## config.mk

```make
export PLATFORM = sky130hd
export DESIGN_NAME = uart_ap_top
export DESIGN_NICKNAME = d
export VERILOG_FILES = /design/src/rtl/uart_ap_pkg.sv /design/src/rtl/uart_ap_match.sv /design/src/rtl/uart_ap_rx.sv /design/src/rtl/uart_ap_tx.sv /design/src/rtl/uart_ap_top.sv
export SDC_FILE = /design/constraint.sdc
export NUM_CORES = 1
export LEC_CHECK = 0
export BUFFER_PORTS_ARGS = -buffer_cell sky130_fd_sc_hd__buf_2
export CAP_MARGIN = 40
export CORE_MARGIN = 5
export CORE_UTILIZATION = 35
export CTS_CLUSTER_SIZE = 28
export DETAILED_ROUTE_END_ITERATION = 10
export PLACE_DENSITY = 0.48
export SKIP_CTS_REPAIR_TIMING = 1
export SLEW_MARGIN = 20
export SYNTH_ARGS = -nofsm -noshare
export SYNTH_HDL_FRONTEND = slang
export SYNTH_SLANG_ARGS = --single-unit
```

## constraint.sdc

```tcl
create_clock -name clk -period 5.7 [get_ports clk]
set_clock_uncertainty 0.1 [all_clocks]
set_input_delay 0.855 -clock clk [delete_from_list [all_inputs] [get_ports clk]]
set_output_delay 0.855 -clock clk [all_outputs]
set_load 0.005 [all_outputs]
```

## src/rtl/uart_ap_pkg.sv

```systemverilog
package uart_ap_pkg;
  localparam logic [2:0] REG_DATA = 3'd0;
  localparam logic [2:0] REG_CTRL = 3'd1;
  localparam logic [2:0] REG_ADDR = 3'd2;
  localparam logic [2:0] REG_MASK = 3'd3;
  localparam logic [2:0] REG_AUX  = 3'd4;

  localparam int C_RXF  = 0;
  localparam int C_TXF  = 1;
  localparam int C_RB9  = 2;
  localparam int C_TB9  = 3;
  localparam int C_REN  = 4;
  localparam int C_MPE  = 5;
  localparam int C_TOP  = 7;
endpackage

```

## src/rtl/uart_ap_match.sv

```systemverilog
module uart_ap_match #(
  parameter int DW = 8
) (
  input  logic [DW-1:0] byte_in,
  input  logic [DW-1:0] own_addr,
  input  logic [DW-1:0] own_mask,
  output logic          hit
);
  logic [DW-1:0] bcast;
  logic          given_hit;
  logic          bcast_hit;

  always_comb begin
    bcast     = own_addr | own_mask;
    given_hit = (((byte_in ^ own_addr) & own_mask) == '0);
    bcast_hit = ((byte_in & bcast) == bcast);
    hit       = given_hit | bcast_hit;
  end
endmodule

```

## src/rtl/uart_ap_rx.sv

```systemverilog
module uart_ap_rx #(
  parameter int DW  = 8,
  parameter int OSR = 16
) (
  input  logic          clk,
  input  logic          rst,
  input  logic          tick,
  input  logic          rxd,
  input  logic          en,
  input  logic          mode9,
  output logic          done,
  output logic [DW-1:0] data,
  output logic          bit9,
  output logic          stop_ok
);
  localparam int PW  = $clog2(OSR);
  localparam int IW  = $clog2(DW + 3);
  localparam int MID = OSR / 2;
  localparam logic [PW-1:0] S0   = PW'(MID - 1);
  localparam logic [PW-1:0] S1   = PW'(MID);
  localparam logic [PW-1:0] S2   = PW'(MID + 1);
  localparam logic [PW-1:0] PEND = PW'(OSR - 1);

  logic          sy1, sy2, last_s, running, m9q, v0, v1, vote;
  logic [PW-1:0] ph;
  logic [IW-1:0] idx, last_idx;
  logic [DW:0]   sh;

  always_comb begin
    vote     = (v0 & v1) | (v0 & sy2) | (v1 & sy2);
    last_idx = m9q ? IW'(DW + 2) : IW'(DW + 1);
  end

  always_ff @(posedge clk) begin
    if (rst) begin
      sy1 <= 1'b1; sy2 <= 1'b1; last_s <= 1'b1;
      running <= 1'b0; m9q <= 1'b0; v0 <= 1'b0; v1 <= 1'b0;
      ph <= '0; idx <= '0; sh <= '0;
      done <= 1'b0; data <= '0; bit9 <= 1'b0; stop_ok <= 1'b0;
    end else begin
      sy1  <= rxd;
      sy2  <= sy1;
      done <= 1'b0;
      if (tick) begin
        last_s <= sy2;
        if (!running) begin
          if (en && last_s && !sy2) begin
            running <= 1'b1;
            m9q     <= mode9;
            ph      <= '0;
            idx     <= '0;
          end
        end else begin
          ph <= (ph == PEND) ? '0 : ph + 1'b1;
          if (ph == PEND) idx <= idx + 1'b1;
          if (ph == S0) v0 <= sy2;
          if (ph == S1) v1 <= sy2;
          if (ph == S2) begin
            if (idx == '0) begin
              if (vote) running <= 1'b0;
            end else if (idx == last_idx) begin
              running <= 1'b0;
              done    <= 1'b1;
              stop_ok <= vote;
              if (m9q) begin
                data <= sh[DW-1:0];
                bit9 <= sh[DW];
              end else begin
                data <= sh[DW:1];
                bit9 <= vote;
              end
            end else begin
              sh <= {vote, sh[DW:1]};
            end
          end
        end
      end
    end
  end

  a_r3_done_ends_frame: assert property (@(posedge clk) disable iff (rst)
    done |-> $past(running));
  a_r3_idle_when_disabled: assert property (@(posedge clk) disable iff (rst)
    (!running && !en) |=> !running);
endmodule

```

## src/rtl/uart_ap_tx.sv

```systemverilog
module uart_ap_tx #(
  parameter int DW = 8
) (
  input  logic          clk,
  input  logic          rst,
  input  logic          tick,
  input  logic          load,
  input  logic [DW-1:0] din,
  input  logic          b9,
  input  logic          mode9,
  output logic          txd,
  output logic          busy,
  output logic          stop_start
);
  localparam int CW = $clog2(DW + 4);

  logic [DW+2:0] sh;
  logic [CW-1:0] cnt, nbits;

  always_ff @(posedge clk) begin
    if (rst) begin
      sh <= '1; cnt <= '0; nbits <= '0;
      txd <= 1'b1; busy <= 1'b0; stop_start <= 1'b0;
    end else begin
      stop_start <= 1'b0;
      if (!busy) begin
        if (load) begin
          busy  <= 1'b1;
          cnt   <= '0;
          sh    <= {1'b1, (mode9 ? b9 : 1'b1), din, 1'b0};
          nbits <= mode9 ? CW'(DW + 3) : CW'(DW + 2);
        end
      end else if (tick) begin
        if (cnt < nbits) begin
          txd <= sh[0];
          sh  <= {1'b1, sh[DW+2:1]};
          cnt <= cnt + 1'b1;
          if (cnt == nbits - 1'b1) stop_start <= 1'b1;
        end else begin
          busy <= 1'b0;
        end
      end
    end
  end

  a_r7_idle_line_high: assert property (@(posedge clk) disable iff (rst)
    !busy |-> txd);
  a_r8_flag_on_stop: assert property (@(posedge clk) disable iff (rst)
    stop_start |-> (txd && busy));
endmodule

```

## src/rtl/uart_ap_top.sv

```systemverilog
module uart_ap_top
  import uart_ap_pkg::*;
#(
  parameter int DW  = 8,
  parameter int OSR = 16
) (
  input  logic          clk,
  input  logic          rst,
  input  logic [2:0]    reg_addr,
  input  logic          wr_en,
  input  logic [DW-1:0] wr_data,
  output logic [DW-1:0] rd_data,
  input  logic          rx_tick,
  input  logic          tx_tick,
  input  logic          rxd,
  output logic          txd
);
  logic          rx_flag, tx_flag, rx_b9, tx_b9, rx_en, mp_en, mode9, fe, fe_rep;
  logic [DW-1:0] rx_buf, own_addr, own_mask;
  logic          rx_done, rx_bit9, rx_stop, hit, accept, ctrl_wr, tx_load;
  logic          tx_busy, tx_stop;
  logic [DW-1:0] rx_byte, ctrl_view;

  uart_ap_rx #(.DW(DW), .OSR(OSR)) u_rx (
    .clk(clk), .rst(rst), .tick(rx_tick), .rxd(rxd), .en(rx_en), .mode9(mode9),
    .done(rx_done), .data(rx_byte), .bit9(rx_bit9), .stop_ok(rx_stop));

  uart_ap_match #(.DW(DW)) u_match (
    .byte_in(rx_byte), .own_addr(own_addr), .own_mask(own_mask), .hit(hit));

  uart_ap_tx #(.DW(DW)) u_tx (
    .clk(clk), .rst(rst), .tick(tx_tick), .load(tx_load), .din(wr_data),
    .b9(tx_b9), .mode9(mode9), .txd(txd), .busy(tx_busy), .stop_start(tx_stop));

  always_comb begin
    ctrl_wr = wr_en && (reg_addr == REG_CTRL);
    tx_load = wr_en && (reg_addr == REG_DATA);
    accept  = !rx_flag && (!mp_en || (rx_bit9 && (!mode9 || hit)));
    ctrl_view = '0;
    ctrl_view[C_RXF] = rx_flag;
    ctrl_view[C_TXF] = tx_flag;
    ctrl_view[C_RB9] = rx_b9;
    ctrl_view[C_TB9] = tx_b9;
    ctrl_view[C_REN] = rx_en;
    ctrl_view[C_MPE] = mp_en;
    ctrl_view[C_TOP] = fe_rep ? fe : mode9;
  end

  always_ff @(posedge clk) begin
    if (rst) begin
      rx_flag <= 1'b0; tx_flag <= 1'b0; rx_b9 <= 1'b0; tx_b9 <= 1'b0;
      rx_en <= 1'b0; mp_en <= 1'b0; mode9 <= 1'b0; fe <= 1'b0; fe_rep <= 1'b0;
      rx_buf <= '0; own_addr <= '0; own_mask <= '0; rd_data <= '0;
    end else begin
      if (wr_en) begin
        case (reg_addr)
          REG_CTRL: begin
            rx_flag <= wr_data[C_RXF];
            tx_flag <= wr_data[C_TXF];
            rx_b9   <= wr_data[C_RB9];
            tx_b9   <= wr_data[C_TB9];
            rx_en   <= wr_data[C_REN];
            mp_en   <= wr_data[C_MPE];
            if (fe_rep) fe <= wr_data[C_TOP];
            else        mode9 <= wr_data[C_TOP];
          end
          REG_ADDR: own_addr <= wr_data;
          REG_MASK: own_mask <= wr_data;
          REG_AUX:  fe_rep   <= wr_data[0];
          default: ;
        endcase
      end
      if (rx_done) begin
        if (!rx_stop) fe <= 1'b1;
        if (accept) begin
          rx_buf  <= rx_byte;
          rx_b9   <= rx_bit9;
          rx_flag <= 1'b1;
        end
      end
      if (tx_stop) tx_flag <= 1'b1;
      case (reg_addr)
        REG_DATA: rd_data <= rx_buf;
        REG_CTRL: rd_data <= ctrl_view;
        REG_ADDR: rd_data <= own_addr;
        REG_MASK: rd_data <= own_mask;
        REG_AUX:  rd_data <= {{(DW-1){1'b0}}, fe_rep};
        default:  rd_data <= '0;
      endcase
    end
  end

  a_r4_flag_sticky: assert property (@(posedge clk) disable iff (rst)
    (rx_flag && !ctrl_wr) |=> rx_flag);
  a_r4_buffer_held: assert property (@(posedge clk) disable iff (rst)
    rx_flag |=> $stable(rx_buf));
  a_r6_fe_sticky: assert property (@(posedge clk) disable iff (rst)
    (fe && !ctrl_wr) |=> fe);
  a_r8_txflag_sticky: assert property (@(posedge clk) disable iff (rst)
    (tx_flag && !ctrl_wr) |=> tx_flag);
endmodule

```

==> qor.csv, run 1 <==
stage,metric,value,unit
run_status,status,"complete, no violations",
global_route,grt_pass1_vias,3098,
final_layout,stdcell_count,647,
yosys,yosysTopAreaCell,dfxtp_1,
clocking,cts.path.max_buffers,2,
yosys,synth_ff_type,dfxtp_1,
clocking,cts-root-buf,clkbuf_16,
place,port_buffers,25,
power,power.leakage,1.81,nW
route,wirelength,9670,um
place,place.gp.congestion,0.751,
setup_path,cp-start-kind,input port,
yosys,syn_area,0.00435,mm2
global_route,gr-total-overflow,0,
clocking,cts_sinks,95,
min_path,hp-class,reg2reg,
setup_path,crit_arrival,2.42,ns
final_layout,drive_gt1_share,15.9,%
setup_path,endpoint_kind,flop,
sta,hold_viol,0,
yosys,synth-simple-area-share,17.5,%
setup_path,crit_fanout,66,
yosys,synth_nets,482,
sta,setup_tns,0,ns
setup_path,r2r_start,u_tx.nbits[1],
route,dr.pass1.iters,4,
route,routed_via_density,4.94,
final_layout,synthToLayoutAreaGrowth,15.1,%
floorplan,fp-row-count,40,
floorplan,num_io_pins,26,
clocking,clkLatencyLatePin,0.35,ns
final_layout,final_nets,502,
sta,drv_slew,0,
floorplan,die_y,121,um
setup_path,reg2reg_setup_slack,3.43,ns
setup_path,crit_type,in2reg,
yosys,synth_top_family_by_area,multiplexers,
sta,setup_viol,0,
place,dp_cells,631,
sta,worstMarginPinSlew,0.714,ns
route,routedWlPerCell,14.9,um
yosys,synth_most_common_cell,dfxtp_1,
yosys,synth_edf_count,0,
sta,rsz0062_at_grt,no,
sta,max_slew_margin,52.4,%
yosys,syn_inst,454,
yosys,synth-compound-area-share,9.44,%
floorplan,die-width,121,um
yosys,ys_warn_count,0,
power,peakVddDrop,170,uV
yosys,synth_cell_type_count,50,
place,dp_hpwl,6780,um
clocking,cts_tree,built,
yosys,synth.top_cells.by_area,"dfxtp_1 44%, mux2i_1 13%, nor2_1 4.5%",
global_route,grt_use_total,14.2,%
route,initialDrtViolationCount,199,
route,postRouteAntennaNets,0,
clocking,numCtsBuffers,9,
yosys,async_flop_share,0,%
clocking,path_clk_slew,0.07,ns
route,drc,0,
yosys,synth_common_cells,"95 x dfxtp_1, 57 x mux2i_1, 52 x nor2_1, 51 x nand2_1, 24 x a21oi_1",
setup_path,r2r_cells,7,
min_path,hold_path.startpoint,u_rx.sy1,
sta,min_period,2.28,ns
clocking,htreeDepth,3,
global_route,grt_max_degree,67,
setup_path,required,5.83,ns
yosys,synth-xor-area-share,3.02,%
route,vias,3193,
global_route,grt_pass1_wl,16300,um
run,drv_cap,0,
setup_path,r2r-end,u_tx.txd,
yosys,ys_ff_latch,95,
yosys,syn_area_per_cell,9.58,um2
yosys,ys_seq_area_share,43.7,%
sta,period_share,40.0,%
min_path,worstHoldPathCells,1,
yosys,yosysTopAreaCellShare,43.7,%
yosys,synth.area.mux_share,19.7,%
floorplan,core_area,0.0121,mm2
global_route,antenna_found_initial,0,
yosys,synthAdderAreaFrac,3.39,%
sta,fmax,438,MHz
floorplan,dieArea,0.0148,mm2
floorplan,start_util,35.9,%
final_layout,num_antenna_cells,0,
min_path,hold_end,u_rx.sy2,
power,powerDensity,286,mW/mm2
[critical path, stage by stage]
cell     delay, ns
buf_2         0.07
buf_4         0.54
inv_1         0.49
buf_16        0.29
nand2_1       0.07
mux2i_1       0.06
[per-layer routing]
layer | up-vias | wire (um) | share of wire, % | track usage, %
met4 | 0 | 139 | 1.4 | 4.41
met1 | 1522 | 4820 | 50 | 18.8
met5 | - | 0 | 0 | 0
met2 | 37 | 4370 | 45 | 22.1
met3 | 10 | 338 | 3.5 | 4.52
li1 | 1624 | - | - | -
[cell type report]
cell class              instances  area (um2)
repair buffers                 33         205
clock buffers                   9         225
inverters                       9        33.8
fillers                      1230        7110
clock inverters                 7         119
well taps                     168         210
flip-flops and latches         95        1900
multi-input cells             326        2310
[cell usage in the layout (no fill, tap or decap), drive strengths merged, types with 6 or more instances in the layout]
cell type  synthesis  layout
dfxtp             95      95
mux2i             57      57
nor2              52      52
nand2             51      51
buf                8      33
a21oi             24      24
xor2              12      12
nor2b             11      11
mux2              11      11
ha                11      11
a211oi            11      11
inv                9      10
nand3              9       9
clkbuf            16       9
o21ai              8       8
nor3               7       7
mux4               7       7
nand2b             6       6
[logic make-up (layout without fill, tap and decap cells)]
group / after synthesis / after routing
simple gates: 161 / 161
fa+ha+maj: 12 / 12
mux: 75 / 75
flops: 95 / 95
buf+inv: 33 / 58
xor+xnor: 15 / 15
compound gates: 63 / 63
[worst max path at each step]
stage / slack [ns] / start / endpoint
2_1_floorplan: 3.42 / reg_addr[2] / u_tx.cnt[3]
3_3_place_gp: 2.84 / rx_tick / u_rx.stop_ok
3_5_place_dp: 3.02 / rst / u_rx.done
4_1_cts: 3.40 / rst / u_rx.done
5_1_grt: 3.24 / rst / rx_buf[0]
6_report: 3.42 / rst / rx_buf[3]
[through the flow]
stage	hold WS, ns	power (mW)	setup WS [ns]	utilization [%]	area, um2
after floorplan	0.289	0.733	3.42	-	4350
after global placement	0.327	0.756	2.84	38.2	4630
after detailed placement	0.328	0.759	3.02	38.5	4660
after CTS	0.347	1.45	3.40	41.3	5010
after global routing	0.353	1.49	3.24	41.3	5010
final	0.334	1.43	3.42	41.3	5010
[sequential cells by signal, indices dropped and copies added (netlist names), 8 cells and up]
| register | cells |
|---|---|
| u_tx.sh | 10 |
| u_rx.sh | 9 |
| own_addr | 8 |
| own_mask | 8 |
| rd_data | 8 |
| rx_buf | 8 |
| u_rx.data | 8 |
[power by group]
group	switching (mW)	internal (mW)	total [mW]	leakage, nW
sequential	0.00668	0.671	0.677	0.767
combinational	0.0384	0.0273	0.0656	0.877
clock	0.260	0.429	0.689	0.162
total	0.305	1.13	1.43	1.81
(Power assumes the default switching activity.)
==> run 2: changes to the inputs <==
--- a/config.mk
+++ b/config.mk
@@ -11,7 +11,7 @@
 export CORE_UTILIZATION = 35
 export CTS_CLUSTER_SIZE = 28
 export DETAILED_ROUTE_END_ITERATION = 10
-export PLACE_DENSITY = 0.48
+export PLACE_DENSITY = 0.5
 export SKIP_CTS_REPAIR_TIMING = 1
 export SLEW_MARGIN = 20
 export SYNTH_ARGS = -nofsm -noshare
==> constraint.sdc (replaced) <==
create_clock -name clk -period 2 [get_ports clk]
set_clock_uncertainty 0.1 [all_clocks]
set_input_delay 0.3 -clock clk [delete_from_list [all_inputs] [get_ports clk]]
set_output_delay 0.3 -clock clk [all_outputs]
set_load 0.005 [all_outputs]
==> qor.csv, run 2 (synthesized netlist as in run 1, its figures left out) <==
stage,metric,value,unit,change
run_status,status,"complete, no violations",,
setup_path,crit_type,reg2reg,,
final_layout,final_cell_mix,"93 x dfxtp_1, 57 x mux2i_1, 52 x nor2_1",,
global_route,grt_max_degree,36,,-46%
setup_path,crit_arrival,2.14,ns,-0.28 ns
min_path,hold_end,u_rx.sy1,,
global_route,grt_pass1_vias,3157,,+1.9%
final_layout,fillCellCount,1233,,+0.24%
setup_path,crit_slowest_cell,or3_1,,
global_route,grt_use_met2,20.6,%,-1.5 points
global_route,use_met1,19.7,%,+0.91 points
sta,period_share,97.8,%,
setup_path,r2r-end,u_tx.cnt[3],,
power,p_int,2.97,mW,+160%
setup_path,cp-start-kind,flop,,
setup_path,endpoint_kind,flop,,
power,p_switching,0.889,mW,+190%
route,wirelength,9770,um,+1.0%
final_layout,synthToLayoutAreaGrowth,18.6,%,
min_path,worstHoldPathCells,2,,+1
route,routed_via_density,4.86,,-1.6%
sta,worst_slack,0.0432,ns,-3.37 ns
clocking,cts.path.max_buffers,2,,unchanged
power,powerDensity,748,mW/mm2,+160%
setup_path,required,2.18,ns,-3.65 ns
setup_path,slowest_delay,0.36,ns,-0.18 ns
floorplan,die-width,121,um,unchanged
final_layout,drive_gt1_share,20.8,%,+4.9 points
clocking,cts_sinks,95,,unchanged
floorplan,core_area,0.0121,mm2,unchanged
clocking,path_clk_slew,0.07,ns,about the same
clocking,cts_tree,built,,
route,dr.pass1.iters,4,,unchanged
setup_path,crit_start,u_tx.nbits[1],,
global_route,grt_use_total,13.9,%,-0.33 points
min_path,hp-class,in2reg,,
sta,worstMarginPinSlew,0.529,ns,-0.185 ns
sta,drv_slew,0,,unchanged
final_layout,regMostFlops,u_tx.sh,,
final_layout,layout_commonest_cell,dfxtp_1,,
place,dp_cells,651,,+3.2%
power,peakVddDrop,310,uV,+82%
run,drv_cap,0,,unchanged
final_layout,reg_top3,"u_tx.sh x10, u_rx.sh x9",,
global_route,gr-total-overflow,0,,unchanged
floorplan,start_util,35.9,%,unchanged
power,total_power,3.86,mW,+170%
sta,rsz0062_at_grt,yes,,
clocking,numCtsBuffers,9,,unchanged
global_route,grt_most_used_layer,met2,,
sta,min_period,1.96,ns,
route,vias,3249,,+1.8%
route,initialDrtViolationCount,151,,-24%
place,port_buffers,25,,unchanged
place,dpl_cell_area,0.00482,mm2,+3.3%
floorplan,fp-row-count,40,,unchanged
final_layout,largest_reg_flops,10,,unchanged
setup_path,r2r_cells,7,,unchanged
setup_path,crit_fanout,5,,-92%
global_route,antenna_found_initial,0,,unchanged
place,post-place-ws,-0.0798,ns,-3.10 ns
route,drc,0,,unchanged
global_route,grt_pass1_wl,16100,um,-0.85%
power,power.leakage,1.89,nW,+4.9%
power,swShare,23.0,%,+1.7 points
final_layout,post-route-cell-area,0.00516,mm2,+3.0%
global_route,grtUsageMet3,2.84,%,-1.7 points
place,place.gp.congestion,0.790,,+5.1%
clocking,cts-root-buf,clkbuf_16,,
power,power_frac_seq,50.0,%,+2.7 points
route,routedWlPerCell,14.6,um,-2.3%
clocking,clkLatencyLatePin,0.34,ns,about the same
final_layout,num_antenna_cells,0,,unchanged
route,postRouteAntennaNets,0,,unchanged
setup_path,r2r_start,u_tx.nbits[1],,
place,dp_hpwl,7000,um,+3.2%
power,p_comb_share,5.3,%,+0.7 points
floorplan,dieArea,0.0148,mm2,unchanged
final_layout,stdcell_count,669,,+3.4%
sta,max_slew_margin,64.4,%,+12 points
setup_path,cp_cell_sequence,inv_2 -> ha_4 -> nor2b_1 -> o31a_1 -> o31a_4 -> or3_1 -> a21oi_2,,
sta,fmax,511,MHz,
setup_path,reg2reg_setup_slack,0.04,ns,-3.39 ns
floorplan,die_y,121,um,unchanged
power,p_clk_share,44.7,%,-3.4 points
final_layout,final_core_utilization,42.6,%,+1.3 points
floorplan,num_io_pins,26,,unchanged
final_layout,final_nets,524,,+4.4%
sta,hold_viol,0,,unchanged
min_path,hold_path.startpoint,rxd,,
clocking,htreeDepth,3,,unchanged
sta,setup_viol,0,,unchanged
[run 2: cell type report]
class / instances / area, um2 / share of cell area (%)
clock buffer: 9 / 225 / 4.37
clock inverter: 7 / 73.8 / 1.43
inverter: 9 / 33.8 / 0.655
multi-input combinational: 326 / 2330 / 45.2
sequential: 95 / 1900 / 36.9
tap: 168 / 210 / 4.07
timing repair buffer: 55 / 379 / 7.35
[run 2: through the flow]
step / TNS, ns / hold slack [ns]
after floorplan: 0 / 0.289
after global placement: -0.446 / 0.331
after detailed placement: -0.563 / 0.344
after CTS: -0.769 / 0.0232
after global routing: -0.230 / 0.0320
final: 0 / 0.0373
[run 2: how the worst max path moves through the flow]
stage	end	slack [ns]	cells after the start
final	u_tx.cnt[3]	0.04	7
after detailed placement	u_tx.sh[4]	-0.08	8
after global routing	u_tx.sh[7]	-0.04	8
after global placement	u_tx.sh[4]	-0.06	8
after floorplan	u_tx.txd	0.01	7
after CTS	u_tx.sh[7]	-0.11	8
[run 2: critical path: cells and delay by family (launching register included)]
family / cells / cell delay, ns
simple gates: 2 / 0.48
fa+ha+maj: 1 / 0.19
buf+inv: 1 / 0.06
flops: 1 / 0.32
compound gates: 3 / 0.73
[run 2: power groups by stage]
stage                     Clock [mW]  Sequential [mW]  Combinational (mW)
final                           1.73             1.93               0.204
after global routing            1.86             1.93               0.226
after CTS                       1.78             1.93               0.203
after detailed placement           0             1.97               0.203
after global placement             0             1.97               0.200
after floorplan                    0             1.97               0.124
[run 2: routing by layer]
layer	vias up	routed length, um	part of all wire, %
li1	1674	-	-
met1	1513	5050	52
met2	52	4240	43
met3	10	322	3.3
met4	0	162	1.7
met5	-	0	0
